File: config.mk
export PLATFORM = sky130hd
export DESIGN_NAME = i2c_regbank_slave
export DESIGN_NICKNAME = d
export VERILOG_FILES = /design/src/rtl/i2c_slv_pkg.sv /design/src/rtl/i2c_line_sync.sv /design/src/rtl/i2c_ptr_unit.sv /design/src/rtl/i2c_regbank_slave.sv
export SDC_FILE = /design/constraint.sdc
export NUM_CORES = 1
export LEC_CHECK = 0
export ABC_AREA = 1
export BUFFER_PORTS_ARGS = -buffer_cell sky130_fd_sc_hd__buf_4
export CAP_MARGIN = 20
export CORE_AREA = 4 4 85 87
export CTS_BUF_LIST = sky130_fd_sc_hd__clkbuf_8
export DETAILED_ROUTE_END_ITERATION = 8
export DIE_AREA = 0 0 89 91
export SYNTH_ARGS = -nofsm -noshare
export SYNTH_HDL_FRONTEND = slang
export SYNTH_SLANG_ARGS = --single-unit
File: constraint.sdc
create_clock -name clk -period 1.8 [get_ports clk]
set_input_delay 0.27 -clock clk [delete_from_list [all_inputs] [get_ports clk]]
set_output_delay 0.27 -clock clk [all_outputs]
set_load 0.02 [all_outputs]
File: src/rtl/i2c_slv_pkg.sv
`timescale 1ns/1ps
package i2c_slv_pkg;
  localparam int BYTE_W = 8;
  localparam int ADR_W  = 7;

  typedef logic [BYTE_W-1:0] byte_t;

  typedef enum logic [3:0] {
    ST_IDLE,   // waiting for START
    ST_ADDR,   // shifting in device address
    ST_AACK,   // driving ACK for address
    ST_PTR,    // shifting in register pointer
    ST_PACK,   // driving ACK for pointer
    ST_WR,     // shifting in write data
    ST_WACK,   // driving ACK for write data
    ST_RD,     // shifting out read data
    ST_RACK,   // sampling master ACK/NACK
    ST_SKIP    // silent until next START
  } slv_state_t;
endpackage

File: src/rtl/i2c_line_sync.sv
`timescale 1ns/1ps
module i2c_line_sync #(
  parameter int STAGES = 2
) (
  input  logic clk,
  input  logic rst_n,
  input  logic scl_i,
  input  logic sda_i,
  output logic scl_lvl,
  output logic sda_lvl,
  output logic scl_rise,
  output logic scl_fall,
  output logic start_det,
  output logic stop_det
);
  logic [STAGES-1:0] scl_chain, sda_chain;
  logic              scl_prev, sda_prev;

  generate
    if (STAGES == 1) begin : g_one
      always_ff @(posedge clk or negedge rst_n) begin
        if (!rst_n) begin
          scl_chain <= '1;
          sda_chain <= '1;
        end else begin
          scl_chain <= scl_i;
          sda_chain <= sda_i;
        end
      end
    end else begin : g_many
      always_ff @(posedge clk or negedge rst_n) begin
        if (!rst_n) begin
          scl_chain <= '1;
          sda_chain <= '1;
        end else begin
          scl_chain <= {scl_chain[STAGES-2:0], scl_i};
          sda_chain <= {sda_chain[STAGES-2:0], sda_i};
        end
      end
    end
  endgenerate

  assign scl_lvl = scl_chain[STAGES-1];
  assign sda_lvl = sda_chain[STAGES-1];

  always_ff @(posedge clk or negedge rst_n) begin
    if (!rst_n) begin
      scl_prev <= 1'b1;
      sda_prev <= 1'b1;
    end else begin
      scl_prev <= scl_lvl;
      sda_prev <= sda_lvl;
    end
  end

  // Start and stop only count while SCL has been high for two samples.
  assign scl_rise  =  scl_lvl & ~scl_prev;
  assign scl_fall  = ~scl_lvl &  scl_prev;
  assign start_det =  scl_lvl &  scl_prev &  sda_prev & ~sda_lvl;
  assign stop_det  =  scl_lvl &  scl_prev & ~sda_prev &  sda_lvl;
endmodule

File: src/rtl/i2c_ptr_unit.sv
`timescale 1ns/1ps
module i2c_ptr_unit
  import i2c_slv_pkg::*;
#(
  parameter int                    NUM_WIN = 2,
  parameter logic [NUM_WIN*BYTE_W-1:0] WIN_LO  = {8'h10, 8'h00},
  parameter logic [NUM_WIN*BYTE_W-1:0] WIN_HI  = {8'h1F, 8'h0F},
  parameter logic [NUM_WIN-1:0]    WIN_INC = 2'b01
) (
  input  logic  clk,
  input  logic  rst_n,
  input  logic  load,
  input  byte_t load_val,
  input  logic  step,
  output byte_t ptr
);
  logic [NUM_WIN-1:0] hit;
  logic               inc_ok;
  logic               found;

  generate
    for (genvar w = 0; w < NUM_WIN; w++) begin : g_win
      byte_t offs, span;
      // Unsigned offset test avoids a constant compare against zero.
      assign offs   = ptr - WIN_LO[w*BYTE_W +: BYTE_W];
      assign span   = WIN_HI[w*BYTE_W +: BYTE_W] - WIN_LO[w*BYTE_W +: BYTE_W];
      assign hit[w] = (offs <= span);
    end
  endgenerate

  // Lowest-numbered matching window decides.
  always_comb begin
    inc_ok = 1'b0;
    found  = 1'b0;
    for (int w = 0; w < NUM_WIN; w++) begin
      if (hit[w] && !found) begin
        found  = 1'b1;
        inc_ok = WIN_INC[w];
      end
    end
  end

  always_ff @(posedge clk or negedge rst_n) begin
    if (!rst_n)               ptr <= '0;
    else if (load)            ptr <= load_val;
    else if (step && inc_ok)  ptr <= ptr + byte_t'(1);
  end
endmodule

File: src/rtl/i2c_regbank_slave.sv
`timescale 1ns/1ps
module i2c_regbank_slave
  import i2c_slv_pkg::*;
#(
  parameter logic [ADR_W-1:0]          DEV_ADDR    = 7'h42,
  parameter int                        SYNC_STAGES = 2,
  parameter int                        NUM_WIN     = 2,
  parameter logic [NUM_WIN*BYTE_W-1:0] WIN_LO      = {8'h10, 8'h00},
  parameter logic [NUM_WIN*BYTE_W-1:0] WIN_HI      = {8'h1F, 8'h0F},
  parameter logic [NUM_WIN-1:0]        WIN_INC     = 2'b01
) (
  input  logic              clk,
  input  logic              rst_n,
  input  logic              scl_i,
  input  logic              sda_i,
  output logic              sda_oe,
  output logic [BYTE_W-1:0] reg_addr,
  output logic [BYTE_W-1:0] reg_wdata,
  output logic              reg_we,
  input  logic [BYTE_W-1:0] reg_rdata
);
  localparam int CNT_W = $clog2(BYTE_W + 1);
  localparam logic [CNT_W-1:0] FULL = CNT_W'(BYTE_W);

  logic scl_lvl, sda_lvl, scl_rise, scl_fall, start_det, stop_det;

  i2c_line_sync #(.STAGES(SYNC_STAGES)) u_sync (
    .clk       (clk),
    .rst_n     (rst_n),
    .scl_i     (scl_i),
    .sda_i     (sda_i),
    .scl_lvl   (scl_lvl),
    .sda_lvl   (sda_lvl),
    .scl_rise  (scl_rise),
    .scl_fall  (scl_fall),
    .start_det (start_det),
    .stop_det  (stop_det)
  );

  slv_state_t          st;
  logic [CNT_W-1:0]    bit_cnt;
  byte_t               rx_sh;
  logic [BYTE_W-2:0]   tx_sh;
  logic                rw_q, m_ack_q, oe_q, we_q, ld_q, rd_adv_q;
  byte_t               wdata_q;
  byte_t               ptr;

  i2c_ptr_unit #(
    .NUM_WIN (NUM_WIN),
    .WIN_LO  (WIN_LO),
    .WIN_HI  (WIN_HI),
    .WIN_INC (WIN_INC)
  ) u_ptr (
    .clk      (clk),
    .rst_n    (rst_n),
    .load     (ld_q),
    .load_val (rx_sh),
    .step     (we_q | rd_adv_q),
    .ptr      (ptr)
  );

  always_ff @(posedge clk or negedge rst_n) begin
    if (!rst_n) begin
      st       <= ST_IDLE;
      bit_cnt  <= '0;
      rx_sh    <= '0;
      tx_sh    <= '0;
      rw_q     <= 1'b0;
      m_ack_q  <= 1'b0;
      oe_q     <= 1'b0;
      we_q     <= 1'b0;
      ld_q     <= 1'b0;
      rd_adv_q <= 1'b0;
      wdata_q  <= '0;
    end else begin
      we_q     <= 1'b0;
      ld_q     <= 1'b0;
      rd_adv_q <= 1'b0;
      if (start_det) begin
        st      <= ST_ADDR;
        bit_cnt <= '0;
        oe_q    <= 1'b0;
      end else if (stop_det) begin
        st      <= ST_IDLE;
        bit_cnt <= '0;
        oe_q    <= 1'b0;
      end else begin
        case (st)
          ST_ADDR, ST_PTR, ST_WR: begin
            if (scl_rise && bit_cnt < FULL) begin
              rx_sh   <= {rx_sh[BYTE_W-2:0], sda_lvl};
              bit_cnt <= bit_cnt + CNT_W'(1);
            end else if (scl_fall && bit_cnt == FULL) begin
              bit_cnt <= '0;
              if (st == ST_ADDR) begin
                if (rx_sh[BYTE_W-1:1] == DEV_ADDR) begin
                  oe_q <= 1'b1;
                  rw_q <= rx_sh[0];
                  st   <= ST_AACK;
                end else begin
                  st   <= ST_SKIP;
                end
              end else if (st == ST_PTR) begin
                oe_q <= 1'b1;
                ld_q <= 1'b1;
                st   <= ST_PACK;
              end else begin
                oe_q    <= 1'b1;
                we_q    <= 1'b1;
                wdata_q <= rx_sh;
                st      <= ST_WACK;
              end
            end
          end
          ST_AACK: begin
            if (scl_fall) begin
              bit_cnt <= '0;
              if (rw_q) begin
                tx_sh <= reg_rdata[BYTE_W-2:0];
                oe_q  <= ~reg_rdata[BYTE_W-1];
                st    <= ST_RD;
              end else begin
                oe_q  <= 1'b0;
                st    <= ST_PTR;
              end
            end
          end
          ST_PACK, ST_WACK: begin
            if (scl_fall) begin
              oe_q    <= 1'b0;
              bit_cnt <= '0;
              st      <= ST_WR;
            end
          end
          ST_RD: begin
            if (scl_rise) begin
              bit_cnt <= bit_cnt + CNT_W'(1);
            end else if (scl_fall) begin
              if (bit_cnt == FULL) begin
                oe_q     <= 1'b0;
                rd_adv_q <= 1'b1;
                bit_cnt  <= '0;
                st       <= ST_RACK;
              end else begin
                oe_q  <= ~tx_sh[BYTE_W-2];
                tx_sh <= {tx_sh[BYTE_W-3:0], 1'b0};
              end
            end
          end
          ST_RACK: begin
            if (scl_rise) begin
              m_ack_q <= ~sda_lvl;
            end else if (scl_fall) begin
              if (m_ack_q) begin
                tx_sh <= reg_rdata[BYTE_W-2:0];
                oe_q  <= ~reg_rdata[BYTE_W-1];
                st    <= ST_RD;
              end else begin
                st    <= ST_SKIP;
              end
            end
          end
          default: ;  // idle and skip wait for START
        endcase
      end
    end
  end

  assign sda_oe    = oe_q;
  assign reg_we    = we_q;
  assign reg_wdata = wdata_q;
  assign reg_addr  = ptr;
endmodule

* Word-level counts from Yosys, hierarchy flattened
Cells that the tools add are included.
** Operators by class
- Add/sub/neg operators :: 3
- Muxes and demuxes :: 75
- Reduce and logical (&&, ||, !) cells :: 20
- Order comparisons :: 3
- Eq/ne operators :: 33
- Bitwise logic cells :: 19
** Operator list (count)
- $mux W4 :: 22
- $mux W7 :: 8
- $ne A4 B4 Y1 const B :: 10
- $mux W1 :: 37
- $reduce_and A11 Y1 :: 2
- $pmux W7 S3 :: 1
- $ne A5 B5 Y1 const B :: 4
- $pmux W4 S5 :: 1
- $eq A4 B3 Y1 const B :: 4
- $le A8 B4 Y1 const B :: 2
- $mux W8 :: 2
- $ne A2 B2 Y1 const B :: 8
- $reduce_and A7 Y1 :: 2
- $pmux W4 S3 :: 1
- $not A1 Y1 :: 11
- $reduce_and A10 Y1 :: 1
- $add A8 B1 Y8 const B :: 1
- $eq A4 B2 Y1 const B :: 2
- $eq A4 B4 Y1 const B :: 2
- $reduce_and A4 Y1 :: 2
- $sub A8 B5 Y8 const B :: 1
- $and A1 B1 Y1 :: 7
- $eq A7 B7 Y1 const B :: 1
- $reduce_bool A7 Y1 :: 1
- other kinds (16) :: 20
** Word-level totals
- Register bits after elaboration :: 51

* Depth between registers and ports, before layout
- Depth after elaboration :: 8
- Depth in mapped cells :: 11

* By module
From an unflattened synthesis, not the netlist that was laid out.
** Second synthesis, totals
- Cells, all modules :: 355
- Area total of the unflattened synthesis :: 2864.0 µm²
** Modules (own cells, without submodules)
- i2c_regbank_slave :: times used 1, cells each 278, sequential area each 925.9 µm², area each 2232.1 µm²
- i2c_ptr_unit :: times used 1, cells each 60, sequential area each 200.2 µm², area each 432.9 µm²
- i2c_line_sync :: times used 1, cells each 17, sequential area each 157.7 µm², area each 198.9 µm²

* Worst setup path after synthesis
OpenSTA, ideal clock, no wires.
- Path kind :: reg2reg
- From :: reg u_sync.scl_chain[1]
- To :: reg st[3]
- Data required time :: 1.683 ns
- Clock period less this slack :: 1.685 ns
- Setup slack :: 0.115 ns
- Path buffers :: 1
- Arrival :: 1.568 ns
- Stages on the path, launching flop included :: 12
- Cells stage by stage :: dfstp_2 ha_1 nand2_1 nand2_1 nand2_2 buf_6 nand3_1 nand2_1 nor2_4 nand2_4 nand2_1 nand2_1
** On the way
- Cells in the longest elaborated chain, start to end :: 5
- Elaborated cells between the ends (all ways) :: 23
- Classes of those cells :: 9 x eq/ne; 2 x mux; 8 x bitwise; 4 x reduce/logical
** Ends and longest elaborated chain
- start: declaration :: line i2c_line_sync.sv:16 : logic [STAGES-1:0] scl_chain, sda_chain;
- start signal: assignment :: line i2c_line_sync.sv:36 : scl_chain <= {scl_chain[STAGES-2:0], scl_i};
- $and A1 B1 Y1 / $not A1 Y1 (equally long branches) :: line i2c_line_sync.sv:59, i2c_line_sync.sv:60, i2c_line_sync.sv:58
- $and A1 B1 Y1, on equally long branches :: line i2c_line_sync.sv:59, i2c_line_sync.sv:58, i2c_line_sync.sv:60
- $and A1 B1 Y1 (tied with other cells) :: line i2c_line_sync.sv:59 : assign start_det = scl_lvl & scl_prev & sda_prev & ~sda_lvl;
- $ne A4 B4 Y1 (no source line) (tied with other cells)
- $reduce_and A10 Y1 (no source line) / $mux W4 (equally long branches)
- end signal: assignment :: line i2c_regbank_slave.sv:64 : st <= ST_IDLE;
- end signal: assignment :: line i2c_regbank_slave.sv:80 : st <= ST_ADDR;
- end signal: assignment :: line i2c_regbank_slave.sv:84 : st <= ST_IDLE;
- end: declaration :: line i2c_regbank_slave.sv:40 : slv_state_t st;
Several ways; a longest one is shown, not always the timed one.
A chain may end at the register's enable or synchronous reset.

* Final worst setup path
- From :: reg st[1]
- To :: reg st[0]
** On the way
- Cells in the longest elaborated chain, start to end :: 7
- Elaborated cells between the ends (all ways) :: 27
- Classes of those cells :: 17 x eq/ne; 6 x mux; 4 x reduce/logical
** Ends and longest elaborated chain
- $eq A4 B1 Y1 :: line i2c_regbank_slave.sv:88, i2c_regbank_slave.sv:95
- $mux W4 :: line i2c_regbank_slave.sv:95 : if (st == ST_ADDR) begin
- $mux W4 :: line i2c_regbank_slave.sv:93 : end else if (scl_fall && bit_cnt == FULL) begin
- $mux W4 :: line i2c_regbank_slave.sv:90 : if (scl_rise && bit_cnt < FULL) begin
- $pmux W4 S5 :: line i2c_regbank_slave.sv:88 : case (st)
- $mux W4 :: line i2c_regbank_slave.sv:83 : end else if (stop_det) begin
- $mux W4 :: line i2c_regbank_slave.sv:79 : if (start_det) begin
Several ways; a longest one is shown, not always the timed one. The select of a mux whose other input is x is not followed.

==> out/metrics.csv <==
stage,metric,value,unit
outcome,status,"complete, no violations",
floorplanning,Row Count,29,
place,post-DP HPWL,4450,µm
pwr,Leak,1.66,nW
floorplanning,initial core utilization,44.1,%
pwr,PwrDens,1200,nW/µm²
drt,Iter 0 DRT Violations,167,
timing,clock skew,0.0121,ns
drt,DRC viols,0,
clock_network,clock tree buffer depth,2,
clock_network,root buf cell,clkbuf_8,
global_routing,largest net degree at the start of global routing,52,
yosys,synthesized instance count,349,
place,DP Cell Count,458,
clock_network,Num CTS Buffers,5,
floorplanning,core area,6350,µm²
yosys,"count leader, synth",nand2_1,
yosys,commonest cells in the netlist,"nand2_1 (105), dfrtp_1 (45), nor2_1 (37)",
yosys,Compound-Gate Fraction of Synth Area,9.16,%
clock_network,TritonCTS clock tree,yes,
global_routing,antenna violations before repair,0,
run,Max-Cap Viols,0,
critical_path,Critical Path AT,1.90,ns
critical_path,Reg2Reg Depth,10,
hold_path,hold path cells,1,
place,Port Buffers,29,
finish,Synth-to-Final Area Change,19.4,%
finish,Inserted Diodes,0,
drt,final WL,6010,µm
global_routing,gr usage total,16.0,%
yosys,"FF+latch count, synth",51,
floorplanning,die extent in y,91,µm
critical_path,WS Path Type,reg -> reg,
finish,post-route insts no fill,471,
place,GP Congestion,0.876,
yosys,Syn. warnings,0,
global_routing,first-pass GRT wire length,10400,µm
yosys,simple-gate area share of the yosys netlist,32.1,%
timing,Rel. slew slack,57.2,%
timing,period utilization,93.5,%
timing,Final setup viols,0,
yosys,fraction of synthesized area in multiplexers,2.14,%
yosys,synthesized netlist net count,367,
timing,Tightest Pin Transition,0.642,ns
critical_path,CP required,2.02,ns
yosys,Post-synth EDFFs,0,
clock_network,H-tree depth,2,
finish,design area,3340,µm²
place,Place WS,0.0524,ns
drt,Routed Antenna Nets,0,
drt,total number of vias,2323,
critical_path,Worst Path Max Fanout,8,
pwr,VDD IR max,0.517,mV
timing,FMAX,594,MHz
yosys,cell area after synthesis,2800,µm²
critical_path,RR Startpoint,st[1]$_DFFE_PN0P_,
place,DP Area,3150,µm²
finish,layout cells sized above 1,28.2,%
yosys,largest area contributor in the netlist,dfrtp_1,
floorplanning,total die area,8100,µm²
timing,Post-Route Setup TNS,0,ns
timing,fin worst setup slack,0.117,ns
clock_network,Sink Count,51,
hold_path,Hold Crit Class,in -> reg,
timing,max-slew violations,0,
critical_path,CP endpoint kind,register,
drt,DRT Pass-1 Iters,5,
drt,Avg WL per Cell,12.8,µm
clock_network,clock-pin slew on the worst setup and hold paths,0.11,ns
drt,Via density,4.93,
timing,final hold vios,0,
timing,Tmin final,1.68,ns
critical_path,Startpoint Class,register,
clock_network,worst skew pair latency,0.31,ns
pwr,overall power,0.00400,W
yosys,synth unique cells,34,
finish,fillers,603,
global_routing,grt total ovfl,0,
yosys,register area share after synthesis,45.8,%
yosys,main combinational cell family by area after synthesis,simple AND/OR/NAND/NOR gates,
critical_path,CP startpoint,st[1]$_DFFE_PN0P_,
floorplanning,IO Count,30,
yosys,syn_area_per_cell,8.02,µm²
hold_path,HP Start,sda_i,
yosys,Yosys top cell area share,40.2,%
finish,layout net count,411,
floorplanning,Die X,89,µm
yosys,top_reg_cell synth,dfrtp_1,
global_routing,vias in the first global route,2224,
yosys,largest cells by area after synthesis,"dfrtp_1 (40%), nand2_1 (14%), dfstp_2 (5.6%)",
yosys,Async SR Flop Fraction,100,%
yosys,Synth Area in XOR/XNOR,0.938,%
yosys,Post-Synth Adder-Cell Area,2.68,%
metrics by stage:
stage	hold WS, ns	util [%]
after floorplan	-0.0256	-
after global placement	0.343	49.6
after detailed placement	0.341	49.6
after CTS	0.0549	51.2
after global routing	0.0504	52.7
final	0.0622	52.7
worst paths after layout:
path	endpoint	slack [ns]
max	st[0]$_DFFE_PN0P_	0.12
min	u_sync.sda_chain[0]$_DFF_PN1_	0.06
max reg2reg	st[0]$_DFFE_PN0P_	0.12
min reg2reg	u_sync.sda_chain[1]$_DFF_PN1_	0.36
max in group asynchronous	st[2]$_DFFE_PN0P_	0.84
min in group asynchronous	u_ptr.ptr[4]$_DFFE_PN0P_	0.50
where the power goes:
part	switching [W]	internal [W]
sequential	0.000225	0.00136
clock	0.000421	0.000282
combinational	0.00108	0.000635
total	0.00172	0.00228
state kept, by name (all words and copies together) (netlist names), 2 cells and up:
register	flops
rx_sh	8
tx_sh	7
reg_wdata	8
u_ptr.ptr	8
bit_cnt	4
u_sync.scl_chain	2
st	4
u_sync.sda_chain	2
per-layer routing:
layer,global-route usage (%),wire [µm]
met4,3.35,73
met3,2.99,263
met1,23.2,2890
met5,0,0
met2,25.1,2790
cell type report:
cell class              instances  area (µm²)  share of cell area (%)
multi-input cells             257        1380                    41.2
flip-flops and latches         51        1280                    38.4
repair buffers                 46         373                    11.2
inverters                      32         120                    3.59
well taps                      77        96.3                    2.88
clock buffers                   5        68.8                    2.06
clock inverters                 3        23.8                   0.711
layout by cell type (no fill, tap or decap), types with 2 or more instances in the layout:
cell type and n:
nand3_1 26, dfstp_2 6, inv_1 26, ha_1 3, nand2_4 3, o211ai_1 2, o21ai_2 10, nand2_1 102
nor3_1 2, nor2_4 2, dfrtp_1 44, xnor2_1 2, ha_4 2, nand3_2 4, buf_4 43, nor2_1 35
clkbuf_8 5, o21ai_0 20, a21oi_1 2, nor2_2 9, buf_12 2, nand2_2 10, o21ai_1 6, inv_2 6
mux2i_1 6, nand4_1 2
logic make-up (layout without fill, tap and decap cells):
kind of cell	Yosys count	after routing
AND/OR/NAND/NOR	200	200
flip-flops	51	51
AO/OA/AOI/OAI	42	42
buffers and inverters	41	86
adder cells (fa/ha/maj)	6	6
multiplexers	6	6
XOR/XNOR	3	3
critical path, cell delays in order (launching register included):
cell,delay (ns)
dfrtp_1,0.49
inv_2,0.11
nor2_1,0.07
nand2_1,0.18
nand2_2,0.11
nor2_1,0.21
nand2_1,0.13
nand2_1,0.08
nand2_1,0.07
nand3_1,0.09
nand2_1,0.05
what timing repair did:
action                                 4_1_cts  5_1_grt
endpoints found under the hold margin       11        0
resized for setup                            0       16
hold buffers                                 1        0
setup buffers                                0        4
setup endpoints to repair                    0       24
Note: power is estimated with default switching activity, not from simulation.
